### src/rtl/msplit_pkg.sv
package msplit_pkg;
  // 4 KiB page for crossing detection
  localparam int PAGE_LG  = 12;
  // chunk policy granule: 8 bytes
  localparam int CHUNK_LG = 3;
  // request length field width (length minus one)
  localparam int LEN_W    = 5;
endpackage

### src/rtl/msplit_atomicity.sv
module msplit_atomicity
  import msplit_pkg::*;
#(
  parameter int ADDR_W = 32,
  parameter int LINE_LG = 6
) (
  input  logic [ADDR_W-1:0] first_a,
  input  logic [ADDR_W-1:0] last_a,
  input  logic [LEN_W-1:0]  len_m1,
  input  logic              cacheable,
  input  logic              chunk_mode,
  input  logic              wide_ok,
  output logic              atomic
);
  logic line_cross, page_cross, in_chunk, in_word;
  logic pow2_small, nat_aligned, single, wide16;

  always_comb begin
    line_cross  = first_a[ADDR_W-1:LINE_LG] != last_a[ADDR_W-1:LINE_LG];
    page_cross  = first_a[ADDR_W-1:PAGE_LG] != last_a[ADDR_W-1:PAGE_LG];
    in_chunk    = first_a[ADDR_W-1:CHUNK_LG] == last_a[ADDR_W-1:CHUNK_LG];
    in_word     = first_a[ADDR_W-1:2] == last_a[ADDR_W-1:2];
    single      = len_m1 == '0;
    pow2_small  = (len_m1 == LEN_W'(1)) || (len_m1 == LEN_W'(3)) || (len_m1 == LEN_W'(7));
    nat_aligned = (first_a[2:0] & len_m1[2:0]) == 3'd0;
    wide16      = wide_ok && (len_m1 == LEN_W'(15)) && (first_a[3:0] == 4'd0);
    atomic = !line_cross && !page_cross &&
             ( single
             || (pow2_small && nat_aligned)
             || (cacheable && !chunk_mode && pow2_small)
             || (cacheable && chunk_mode && in_chunk)
             || (!cacheable && (len_m1 == LEN_W'(1)) && in_word)
             || wide16 );
  end
endmodule

### src/rtl/msplit_beat.sv
module msplit_beat
  import msplit_pkg::*;
#(
  parameter int ADDR_W = 32,
  parameter int PATH_BYTES = 16   // must be a power of two, at least 8
) (
  input  logic [ADDR_W-1:0]     cur_a,
  input  logic [ADDR_W-1:0]     last_a,
  input  logic                  chunk_mode,
  output logic [ADDR_W-1:0]     beat_end,
  output logic [PATH_BYTES-1:0] be,
  output logic                  is_last
);
  localparam int PATH_LG = $clog2(PATH_BYTES);

  logic [ADDR_W-1:0]  seg_end;
  logic               same_seg;
  logic [PATH_LG-1:0] lo_lane, hi_lane;

  always_comb begin
    if (chunk_mode) begin
      seg_end  = cur_a | ADDR_W'((1 << CHUNK_LG) - 1);
      same_seg = cur_a[ADDR_W-1:CHUNK_LG] == last_a[ADDR_W-1:CHUNK_LG];
    end else begin
      seg_end  = cur_a | ADDR_W'(PATH_BYTES - 1);
      same_seg = cur_a[ADDR_W-1:PATH_LG] == last_a[ADDR_W-1:PATH_LG];
    end
    is_last  = same_seg;
    beat_end = same_seg ? last_a : seg_end;
    lo_lane  = cur_a[PATH_LG-1:0];
    hi_lane  = beat_end[PATH_LG-1:0];
  end

  for (genvar i = 0; i < PATH_BYTES; i++) begin : g_lane
    assign be[i] = (PATH_LG'(i) >= lo_lane) && (PATH_LG'(i) <= hi_lane);
  end
endmodule

### src/rtl/mem_access_splitter.sv
module mem_access_splitter
  import msplit_pkg::*;
#(
  parameter int ADDR_W = 32,
  parameter int PATH_BYTES = 16,
  parameter int LINE_BYTES = 64
) (
  input  logic                  clk,
  input  logic                  rst_n,
  input  logic                  pol_chunk,
  input  logic                  wide_atomic_ok,
  input  logic                  req_valid,
  output logic                  req_ready,
  input  logic [ADDR_W-1:0]     req_addr,
  input  logic [LEN_W-1:0]      req_len_m1,
  input  logic                  req_store,
  input  logic                  req_cacheable,
  output logic                  out_valid,
  input  logic                  out_ready,
  output logic [ADDR_W-1:0]     out_addr,
  output logic [PATH_BYTES-1:0] out_be,
  output logic                  out_last,
  output logic                  out_store,
  output logic                  out_atomic
);
  localparam int LINE_LG = $clog2(LINE_BYTES);

  logic              busy_q, store_q, atomic_q, chunk_q;
  logic [ADDR_W-1:0] cur_q, last_q;
  logic [ADDR_W-1:0] req_last, beat_end;
  logic              req_atomic, accept, take;

  assign req_last = req_addr + ADDR_W'(req_len_m1);
  assign accept   = req_valid && req_ready;
  assign take     = out_valid && out_ready;

  msplit_atomicity #(.ADDR_W(ADDR_W), .LINE_LG(LINE_LG)) u_atom (
    .first_a(req_addr), .last_a(req_last), .len_m1(req_len_m1),
    .cacheable(req_cacheable), .chunk_mode(pol_chunk),
    .wide_ok(wide_atomic_ok), .atomic(req_atomic)
  );

  msplit_beat #(.ADDR_W(ADDR_W), .PATH_BYTES(PATH_BYTES)) u_beat (
    .cur_a(cur_q), .last_a(last_q), .chunk_mode(chunk_q),
    .beat_end(beat_end), .be(out_be), .is_last(out_last)
  );

  always_ff @(posedge clk or negedge rst_n) begin
    if (!rst_n) begin
      busy_q   <= 1'b0;
      cur_q    <= '0;
      last_q   <= '0;
      store_q  <= 1'b0;
      atomic_q <= 1'b0;
      chunk_q  <= 1'b0;
    end else if (accept) begin
      busy_q   <= 1'b1;
      cur_q    <= req_addr;
      last_q   <= req_last;
      store_q  <= req_store;
      atomic_q <= req_atomic;
      chunk_q  <= pol_chunk;
    end else if (take) begin
      if (out_last) busy_q <= 1'b0;
      else          cur_q  <= beat_end + ADDR_W'(1);
    end
  end

  assign req_ready  = !busy_q;
  assign out_valid  = busy_q;
  assign out_addr   = cur_q;
  assign out_store  = store_q;
  assign out_atomic = atomic_q;

  p_hold_r2: assert property (@(posedge clk) disable iff (!rst_n)
    out_valid && !out_ready |=> out_valid && $stable(out_addr) && $stable(out_be)
      && $stable(out_last) && $stable(out_atomic) && $stable(out_store));

  p_busy_until_last_r1: assert property (@(posedge clk) disable iff (!rst_n)
    take && !out_last |=> out_valid && !req_ready);

  p_ready_after_last_r1: assert property (@(posedge clk) disable iff (!rst_n)
    take && out_last |=> req_ready && !out_valid);

  p_contiguous_r3: assert property (@(posedge clk) disable iff (!rst_n)
    take && !out_last |=> out_addr == $past(out_addr) + ADDR_W'($countones($past(out_be))));

  p_be_nonempty_r3: assert property (@(posedge clk) disable iff (!rst_n)
    out_valid |-> out_be != '0);

  p_chunk_width_r3: assert property (@(posedge clk) disable iff (!rst_n)
    out_valid && chunk_q |-> $countones(out_be) <= 8);

  p_cross_never_r7: assert property (@(posedge clk) disable iff (!rst_n)
    accept && ((req_addr[ADDR_W-1:LINE_LG] != req_last[ADDR_W-1:LINE_LG])
            || (req_addr[ADDR_W-1:PAGE_LG] != req_last[ADDR_W-1:PAGE_LG]))
    |=> !out_atomic);
endmodule

### config.mk
export PLATFORM = sky130hd
export DESIGN_NAME = mem_access_splitter
export DESIGN_NICKNAME = d
export VERILOG_FILES = /design/src/rtl/msplit_pkg.sv /design/src/rtl/msplit_atomicity.sv /design/src/rtl/msplit_beat.sv /design/src/rtl/mem_access_splitter.sv
export SDC_FILE = /design/constraint.sdc
export NUM_CORES = 1
export LEC_CHECK = 0
export ABC_AREA = 1
export ABC_CLOCK_PERIOD_IN_PS = 6700
export BUFFER_PORTS_ARGS = -buffer_cell sky130_fd_sc_hd__buf_2
export CAP_MARGIN = 15
export CORE_ASPECT_RATIO = 0.75
export CORE_MARGIN = 2
export CORE_UTILIZATION = 38
export DETAILED_ROUTE_END_ITERATION = 6
export PLACE_DENSITY_LB_ADDON = 0.05
export SYNTH_ARGS = -nofsm -noshare
export SYNTH_HDL_FRONTEND = slang
export SYNTH_SLANG_ARGS = --single-unit
export TNS_END_PERCENT = 5
### constraint.sdc
create_clock -name clk -period 6.7 [get_ports clk]
set_clock_uncertainty 0.1 [all_clocks]
set_input_delay 0.335 -clock clk [delete_from_list [all_inputs] [get_ports clk]]
set_output_delay 0.335 -clock clk [all_outputs]
set_load 0.02 [all_outputs]
==> results.md, run 1 <==
* Result of the run: completed
* Pint at 0.000921 W
* Unique masters post-synth at 53
* First-pass GRT wire length at 29000 microns
* Setup crit start kind: flop
* DRC Markers at 0
* Fmax at 299 MHz
* Estimated wirelength of the detail-placed design at 14500 microns
* Post-synth top flop: dfrtp_1
* Crit path DAT at 2.91 ns
* DP Worst Slack at 3.71 ns
* Clock slew at reported path FFs at 0.05 ns
* Row count at 37
* Unrepaired setup endpoints after global routing: false
* R2r setup slk at 3.77 ns
* Port bufs at 97
* Yosys reg bits at 68
* Cts bufs inserted at 9
* Antenna-violating nets left at 0
* # hold bufs at CTS at 0
* Synthesized Nets at 813
* HP Class: in -> async
* Final hold vios at 0
* Synth area leaders: dfrtp_1 (32%), nand2_1 (13%), inv_1 (6.2%), nor2_1 (5.3%), nand3_1 (4.4%)
* Top cell type's share of synthesized area at 0.321
* Largest stage delay on the critical path at 0.50 ns
* Critical path required time at 6.26 ns
* Commonest cells in the netlist: nand2_1 (187), inv_1 (87), nor2_1 (75)
* DRT iter0 DRCs at 687
* Pleak at 2.96 nW
* Cell mode on critical path: nand2_1
* Share of power burned in registers at 0.373
* PostCTS Resize Cnt at 0
* Worst R2R Path Depth at 18
* Setup ws final at 3.36 ns
* Setup CP Type: reg -> out
* Worst-path cell chain: inv_2, nand2_1, nand2_1, nand2_1, nor2_1, nand2_2, nor2_4, nand2_4, nor2_1, inv_1, ha_1, o311ai_0, inv_1, buf_2
* Worst slew margin at 0.367
* Height of the die at 106 microns
* Worst R2R End: out_addr[24]
* Nets@finish at 901
* CTS tree: yes
* Post-Synthesis Cells at 759
* Synth async-reset ratio at 1.00
* Post-layout min period at 3.34 ns
* Die width at 140 microns
* Final instance count without filler cells at 1027
* P&R area growth vs syn at 16.8%
* Crit path max-delay family: simple AND/OR/NAND/NOR gates
* Post-Route WL at 18800 microns
* Clock sink total at 68
* Yosys warns at 0
* N_diodes at 0
* Antenna violations before repair at 0
* WL per Instance at 18.3 microns
* Sw power at 0.000572 W
* Placed cells at 1011
* Syn avg cell area at 6.99 sq um
* I/O pin total at 98
* Worst skew pair latency at 0.34 ns
* Fillers at 1449
* Largest net degree at the start of global routing at 69
* Power density cells at 241 nW/um^2
* Most instantiated library cell after synthesis: nand2_1
* Clock power share at 0.332
* Setup Fix Bufs, Post-CTS at 0
* Type of destination of the critical path: output pin
* GRT Total Usage at 0.255
* Setup TNS at 0 ns
* Via density at 5.52
* Power share of the combinational group at 0.295
* H-tree depth at 3
* Critical Path Fanout Max at 7
* Post-synthesis cell area at 5310 sq um
* Pins Over Slew Limit at 0
* Sw Share at 0.383
* Area leader, netlist: dfrtp_1
* Footprint of the multi-input gates at 3110 sq um
* Core ar. at 13700 sq um
* Power Total at 0.00149 W
* Worst path slowest cell: dfrtp_1
* Vias at 5674
* Router iterations before antenna repair at 5
* Seq/Total Area, Yosys at 0.321
* Root buffer cell: clkbuf_16
* Initial Util at 0.387
* R2R Path Start: out_addr[19]
* Die area at 14900 sq um
* Final setup vio count at 0
* Register area at 1700 sq um
* Maxcap violations at 0
* Fin crit share at 0.499
* Share of cells above drive strength 1 at 0.180
* Worst vdd ir at 0.000119 V
* Placer Congestion at 0.920
* Number of enable flip-flop cells after synthesis at 0
* WP buf/inv at 4
* CTS Buffer Depth at 2
* Vias in the first global route at 4964
* Worst-margin pin slew at 0.950 ns
* Global route overflow at 0
-- cell families after synthesis --
logic type | share of synthesized area
and+or+nand+nor | 0.339
AOI/OAI and AO/OA | 0.164
buffers and inverters | 0.0948
DFF | 0.321
xor gates and xnor gates | 0.0528
adders and majority gates | 0.0226
muxes | 0.00636
-- flip-flops by register name (all words and copies together) (netlist names) --
register / flops
last_q: 32
out_addr: 32
chunk_q: 1
out_atomic: 1
out_store: 1
out_valid: 1
-- power groups by stage --
stage / sequential, W / combinational, W / clock (W)
after floorplan: 0.000571 / 0.000265 / 0
after global placement: 0.000559 / 0.000439 / 0
after detailed placement: 0.000561 / 0.000438 / 0
after CTS: 0.000553 / 0.000440 / 0.000503
after global routing: 0.000565 / 0.000483 / 0.000524
final: 0.000557 / 0.000441 / 0.000495
-- cells in the final DEF (no fill, tap or decap), types with 8 or more instances in the layout --
cell type  count
buf_2         97
o21ai_1       12
o31ai_1       10
inv_1         86
clkbuf_16      9
nand4_1       18
dfrtp_1       68
ha_1           8
a22oi_1       20
a21oi_1       25
xnor2_1       26
nor2_1        74
nand3_1       47
nand2_1      187
nor3_1        28
o21ai_0       44
-- per-layer routing --
layer / share of wire / track usage
met1: 0.52 / 0.422
met2: 0.37 / 0.322
met3: 0.097 / 0.0640
met4: 0.013 / 0.0536
met5: 0 / 0
-- worst max path at each step --
stage | startpoint | to | slack (ns) | depth (start not counted)
after detailed placement | req_len_m1[0] | last_q[30] | 3.71 | 14
after CTS | out_addr[19] | out_be[2] | 3.39 | 14
after floorplan | out_addr[4] | out_be[14] | 4.13 | 11
final | out_addr[19] | out_be[2] | 3.36 | 14
after global placement | req_len_m1[0] | last_q[28] | 3.70 | 14
after global routing | out_addr[19] | out_be[2] | 3.15 | 14
-- metrics by stage --
stage | util | hold WS [ns] | area (sq um)
2_1_floorplan | - | -0.0606 | 5310
3_3_place_gp | 0.430 | 0.354 | 5900
3_5_place_dp | 0.430 | 0.365 | 5900
4_1_cts | 0.452 | 0.0936 | 6200
5_1_grt | 0.452 | 0.111 | 6200
6_report | 0.452 | 0.0958 | 6200
-- final cells by class --
class,count,area share
multi-input combinational,575,0.502
sequential,68,0.274
timing repair buffer,100,0.0819
inverter,93,0.0575
clock buffer,12,0.0414
tap,175,0.0353
clock inverter,4,0.00767
Note: power is estimated with default switching activity, not from simulation.
==> run 2, diff against run 1 <==
Settings changed: ABC_CLOCK_PERIOD_IN_PS 6700 to 3350.
Clock period 6.7 ns to 3.35 ns, I/O delays scaled along.
==> results.md, run 2 (same netlist as run 1, synthesis figures left out) <==
* Type of destination of the critical path: output pin
* Share of power burned in registers at 0.344 (-0.029)
* WHS Path Cells at 3
* Estimated wirelength of the detail-placed design at 15200 microns (+4.9%)
* Setup TNS at 0 ns (unchanged)
* Die width at 140 microns (unchanged)
* N_diodes at 0 (unchanged)
* Router iterations before antenna repair at 5 (unchanged)
* Setup Fix Bufs, Post-CTS at 0 (unchanged)
* Vias at 5723 (+0.86%)
* Pins Over Slew Limit at 0 (unchanged)
* Fillers at 1418 (-2.1%)
* Crit path DAT at 2.84 ns (-0.07 ns)
* Cts bufs inserted at 9 (unchanged)
* Height of the die at 106 microns (unchanged)
* Met3 Use GR at 0.0599 (-0.00405)
* Global route overflow at 0 (unchanged)
* DP Worst Slack at 0.519 ns (-3.20 ns)
* Clock slew at reported path FFs at 0.06 ns (about the same)
* Met2 usage at 0.347 (+0.0252)
* Clock sink total at 68 (unchanged)
* Setup ws final at 0.244 ns (-3.11 ns)
* Nets@finish at 917 (+1.8%)
* Core ar. at 13700 sq um (unchanged)
* First-pass GRT wire length at 30400 microns (+4.7%)
* Setup CP Type: reg -> out
* Worst slew margin at 0.391 (+0.0240)
* Root buffer cell: clkbuf_16
* GRT Max-Usage Layer: met1
* Fmax at 322 MHz
* Result of the run: completed
* R2r setup slk at 0.44 ns (-3.33 ns)
* Fin crit share at 0.927
* Worst skew pair latency at 0.35 ns (about the same)
* GRT Total Usage at 0.266 (+0.0109)
* Critical path origin: out_addr[16]
* Clock power share at 0.364 (+0.032)
* Hold endpoint: chunk_q
* Placed Instance Area at 5970 sq um (+1.2%)
* Critical Path Fanout Max at 7 (unchanged)
* Power Total at 0.00320 W (+110%)
* Sw power at 0.00118 W (+110%)
* I/O pin total at 98 (unchanged)
* Share of cells above drive strength 1 at 0.185 (+0.00591)
* Power density cells at 499 nW/um^2 (+110%)
* HP Class: in -> reg
* Vias in the first global route at 5259 (+5.9%)
* Port bufs at 97 (unchanged)
* Worst R2R End: out_addr[24]
* Antenna-violating nets left at 0 (unchanged)
* Layout Utilization at 0.469 (+0.0165)
* Final setup vio count at 0 (unchanged)
* Largest net degree at the start of global routing at 48 (-30%)
* Most frequent cells in the layout: nand2_1 (187), buf_2 (97), inv_1 (86)
* Unrepaired setup endpoints after global routing: false
* Worst R2R Path Depth at 18 (unchanged)
* Post-Route WL at 19500 microns (+3.9%)
* Maxcap violations at 0 (unchanged)
* Met1 Track Usage GR at 0.432 (+0.0108)
* CTS Buffer Depth at 2 (unchanged)
* Critical path required time at 3.08 ns (-3.18 ns)
* Worst vdd ir at 0.000291 V (+140%)
* DRC Markers at 0 (unchanged)
* Final Cell Area at 6430 sq um (+3.7%)
* Post-layout min period at 3.11 ns
* Sw Share at 0.367 (-0.0163)
* Placer Congestion at 0.919 (about the same)
* Initial Util at 0.387 (unchanged)
* Antenna violations before repair at 0 (unchanged)
* Via density at 5.49 (-0.68%)
* WL per Instance at 18.7 microns (+2.3%)
* Power share of the combinational group at 0.292 (-0.003)
* Hold_sp: pol_chunk
* R2R Path Start: out_addr[10]
* H-tree depth at 3 (unchanged)
* Pint at 0.00203 W (+120%)
* CTS tree: yes
* P&R area growth vs syn at 21.1%
* Final hold vios at 0 (unchanged)
* Die area at 14900 sq um (unchanged)
* Row count at 37 (unchanged)
* Pleak at 3.07 nW (+3.6%)
* Worst-margin pin slew at 0.914 ns (-0.0360 ns)
* DRT iter0 DRCs at 496 (-28%)
* Most common cell after layout, fill and taps aside: nand2_1
* Setup crit start kind: flop
## run 2: cell count changes in the layout (fill, tap and decap cells not counted), sizes merged
cell | previous run | this run
dlygate4sd3 | 0 | 10
buf | 100 | 106
bufinv | 1 | 3
clkinv | 2 | 0
clkbuf | 12 | 11
inv | 93 | 94
## run 2: worst max-delay path by stage
| stage | end | slack (ns) | depth (start not counted) |
|---|---|---|---|
| finish | out_be[2] | 0.24 | 14 |
| global route | out_be[6] | 0.03 | 14 |
| CTS | out_be[2] | 0.26 | 12 |
| detailed placement | out_addr[24] | 0.52 | 18 |
| global placement | out_addr[30] | 0.63 | 16 |
| floorplan | out_addr[24] | 0.84 | 16 |
## run 2: what timing repair did
item                                   4_1_cts  5_1_grt
setup endpoints to repair                    0        1
endpoints found under the hold margin       42        0
hold buffers                                10        0
resized for setup                            0        1
## run 2: power by group through the flow
stage | sequential [W] | combinational, W | clock (W)
CTS | 0.00109 | 0.000932 | 0.00118
finish | 0.00110 | 0.000937 | 0.00117
floorplan | 0.00114 | 0.000530 | 0
global route | 0.00112 | 0.00103 | 0.00121
global placement | 0.00111 | 0.000917 | 0
detailed placement | 0.00111 | 0.000920 | 0
## run 2: worst max-delay path, cell delays in order (launching register included)
cell      delay, ns
dfrtp_1        0.44
inv_2          0.13
nand2_1        0.06
nand2_1        0.07
nand2_1        0.05
nor2_1         0.23
nand2_1        0.13
nor2_4         0.18
nand2_4        0.11
nor2_1         0.16
inv_1          0.12
ha_1           0.24
o311ai_0       0.35
inv_1          0.07
buf_2          0.16
## run 2: per-layer routing
layer | wire, microns | up-vias
li1 | - | 2762
met1 | 9860 | 2667
met2 | 7560 | 274
met3 | 1860 | 20
met4 | 255 | 0
met5 | 0 | -
## run 2: final cells by class
type,count,area (sq um),area share
Multi-Input combinational cell,575,3110,0.484
Sequential cell,68,1700,0.265
Timing Repair Buffer,116,678,0.106
Inverter,93,357,0.0555
Clock buffer,11,253,0.0393
Tap cell,175,219,0.0341
Clock inverter,5,106,0.0165
## run 2: through the flow
step,std cells,hold slack (ns)
6_report,1043,0.00432
3_3_place_gp,1017,0.239
3_5_place_dp,1017,0.238
5_1_grt,1043,0.0299
4_1_cts,1043,0.000804
2_1_floorplan,759,-0.228
==> run 3, diff against run 2 <==
Settings changed: ABC_CLOCK_PERIOD_IN_PS 3350 to 3700, CORE_UTILIZATION 38 to 60, SLEW_MARGIN set to 40.
Clock period 3.35 ns to 3.7 ns, I/O delays scaled along.
==> results.md, run 3 (same netlist as run 1, synthesis figures left out) <==
* Critical path required time at 3.41 ns (+0.33 ns)
* Most common cell after layout, fill and taps aside: nand2_1
* Core ar. at 8530 sq um (-38%)
* Setup CP Type: reg -> out
* Worst-margin pin slew at 0.769 ns (-0.144 ns)
* Placer Congestion at 1.02 (+11%)
* Power density cells at 433 nW/um^2 (-13%)
* Unrepaired setup endpoints after global routing: false
* Global route overflow at 0 (unchanged)
* Fin crit share at 0.856
* Setup TNS at 0 ns (unchanged)
* Worst slew margin at 0.483 (+0.0921)
* Nets@finish at 907 (-1.1%)
* Share of cells above drive strength 1 at 0.177 (-0.00812)
* Estimated wirelength of the detail-placed design at 13300 microns (-12%)
* First-pass GRT wire length at 27600 microns (-9.3%)
* Pins Over Slew Limit at 0 (unchanged)
* Via density at 6.19 (+13%)
* DRT iter0 DRCs at 793 (+60%)
* Type of destination of the critical path: output pin
* Critical Path Fanout Max at 7 (unchanged)
* WL per Instance at 18.3 microns (-2.5%)
* Worst R2R Path Depth at 16 (-2)
* Antenna violations before repair at 0 (unchanged)
* Final setup vio count at 0 (unchanged)
* Result of the run: completed
* Fmax at 316 MHz
* Final hold vios at 0 (unchanged)
* R2r setup slk at 0.72 ns (+0.28 ns)
* Worst vdd ir at 0.000378 V (+30%)
* PostCTS Resize Cnt at 0 (unchanged)
* Post-Route WL at 17600 microns (-9.8%)
* Row count at 29 (-22%)
* Setup crit start kind: flop
* CTS tree: yes
* H-tree depth at 3 (unchanged)
* Largest net degree at the start of global routing at 54 (+13%)
* HP Class: in -> reg
* DRC Markers at 0 (unchanged)
* P&R area growth vs syn at 16.2%
* Most frequent cells in the layout: nand2_1 (187), buf_2 (97), inv_1 (86)
* Maxcap violations at 0 (unchanged)
* Post-layout min period at 3.17 ns
* CTS Buffer Depth at 2 (unchanged)
* Vias at 5972 (+4.4%)
* Placed Instance Area at 5810 sq um (-2.6%)
* Router iterations before antenna repair at 6 (+1)
* Height of the die at 85.5 microns (-20%)
* Die area at 9620 sq um (-36%)
* Crit path DAT at 2.88 ns (+0.04 ns)
* N_diodes at 0 (unchanged)
* Worst skew pair latency at 0.35 ns (about the same)
* Port bufs at 97 (unchanged)
* Die width at 113 microns (-20%)
* I/O pin total at 98 (unchanged)
* Clock sink total at 68 (unchanged)
* Initial Util at 0.622 (+0.235)
* Root buffer cell: clkbuf_16
* Vias in the first global route at 5251 (-0.15%)
* Antenna-violating nets left at 0 (unchanged)
* Final Cell Area at 6170 sq um (-4.0%)
* GRT Total Usage at 0.372 (+0.105)
* Cts bufs inserted at 9 (unchanged)
* Clock slew at reported path FFs at 0.06 ns (about the same)
* WHS Path Cells at 2 (-1)
* Pleak at 2.98 nW (-3.0%)
==> run 3: path summary, 6_finish.rpt <==
check	from	end
worst max register to register	out_addr[21]	out_addr[24]
worst max-delay path	out_addr[7]	out_be[2]
min in group asynchronous	rst_n	out_addr[12]
worst min register to register	out_store	out_store
max in group asynchronous	rst_n	out_addr[13]
worst min-delay path	req_addr[17]	last_q[17]
==> run 3: layout make-up <==
| type | instances | area (sq um) |
|---|---|---|
| Multi-Input combinational cell | 575 | 3110 |
| Fill cell | 717 | 2360 |
| Sequential cell | 68 | 1700 |
| Timing Repair Buffer | 106 | 568 |
| Inverter | 93 | 358 |
| Clock buffer | 11 | 243 |
| Tap cell | 108 | 135 |
| Clock inverter | 4 | 50.0 |
==> run 3: worst max-delay path, stage by stage, from the launching register on <==
cell	delay (ns)
dfrtp_1	0.48
xnor2_1	0.21
nand2_1	0.07
nor2_1	0.22
nand2_1	0.13
nor2_4	0.19
nand2_4	0.12
nor2_1	0.17
inv_1	0.12
ha_1	0.24
o311ai_0	0.37
inv_1	0.07
buf_2	0.16
==> run 3: repair_timing <==
action,CTS,global route
setup buffers,0,0
endpoints found under the hold margin,31,0
hold buffers,6,0
==> run 3: layer usage <==
metal,global-route usage,part of all wire,up-vias
met5,0,0,-
met4,0.0865,0.017,0
met3,0.116,0.15,36
met2,0.520,0.41,442
met1,0.561,0.43,2768
li1,-,-,2726
==> run 3: where the power goes <==
group | internal [W] | leakage, nW | total (W) | switching [W]
Clock | 0.000535 | 0.138 | 0.000861 | 0.000326
Sequential | 0.000834 | 0.873 | 0.00102 | 0.000185
Combinational | 0.000282 | 1.97 | 0.000791 | 0.000509
==> run 3: through the flow <==
step | std cells | util | hold WS, ns | setup WS (ns) | power, W
after floorplan | 759 | - | -0.211 | 1.19 | 0.00151
after global placement | 944 | 0.682 | 0.151 | 0.928 | 0.00177
after detailed placement | 944 | 0.682 | 0.160 | 0.844 | 0.00179
after CTS | 965 | 0.723 | 0.00188 | 0.582 | 0.00265
after global routing | 965 | 0.723 | 0.0205 | 0.346 | 0.00278
final | 965 | 0.723 | 0.0135 | 0.534 | 0.00267
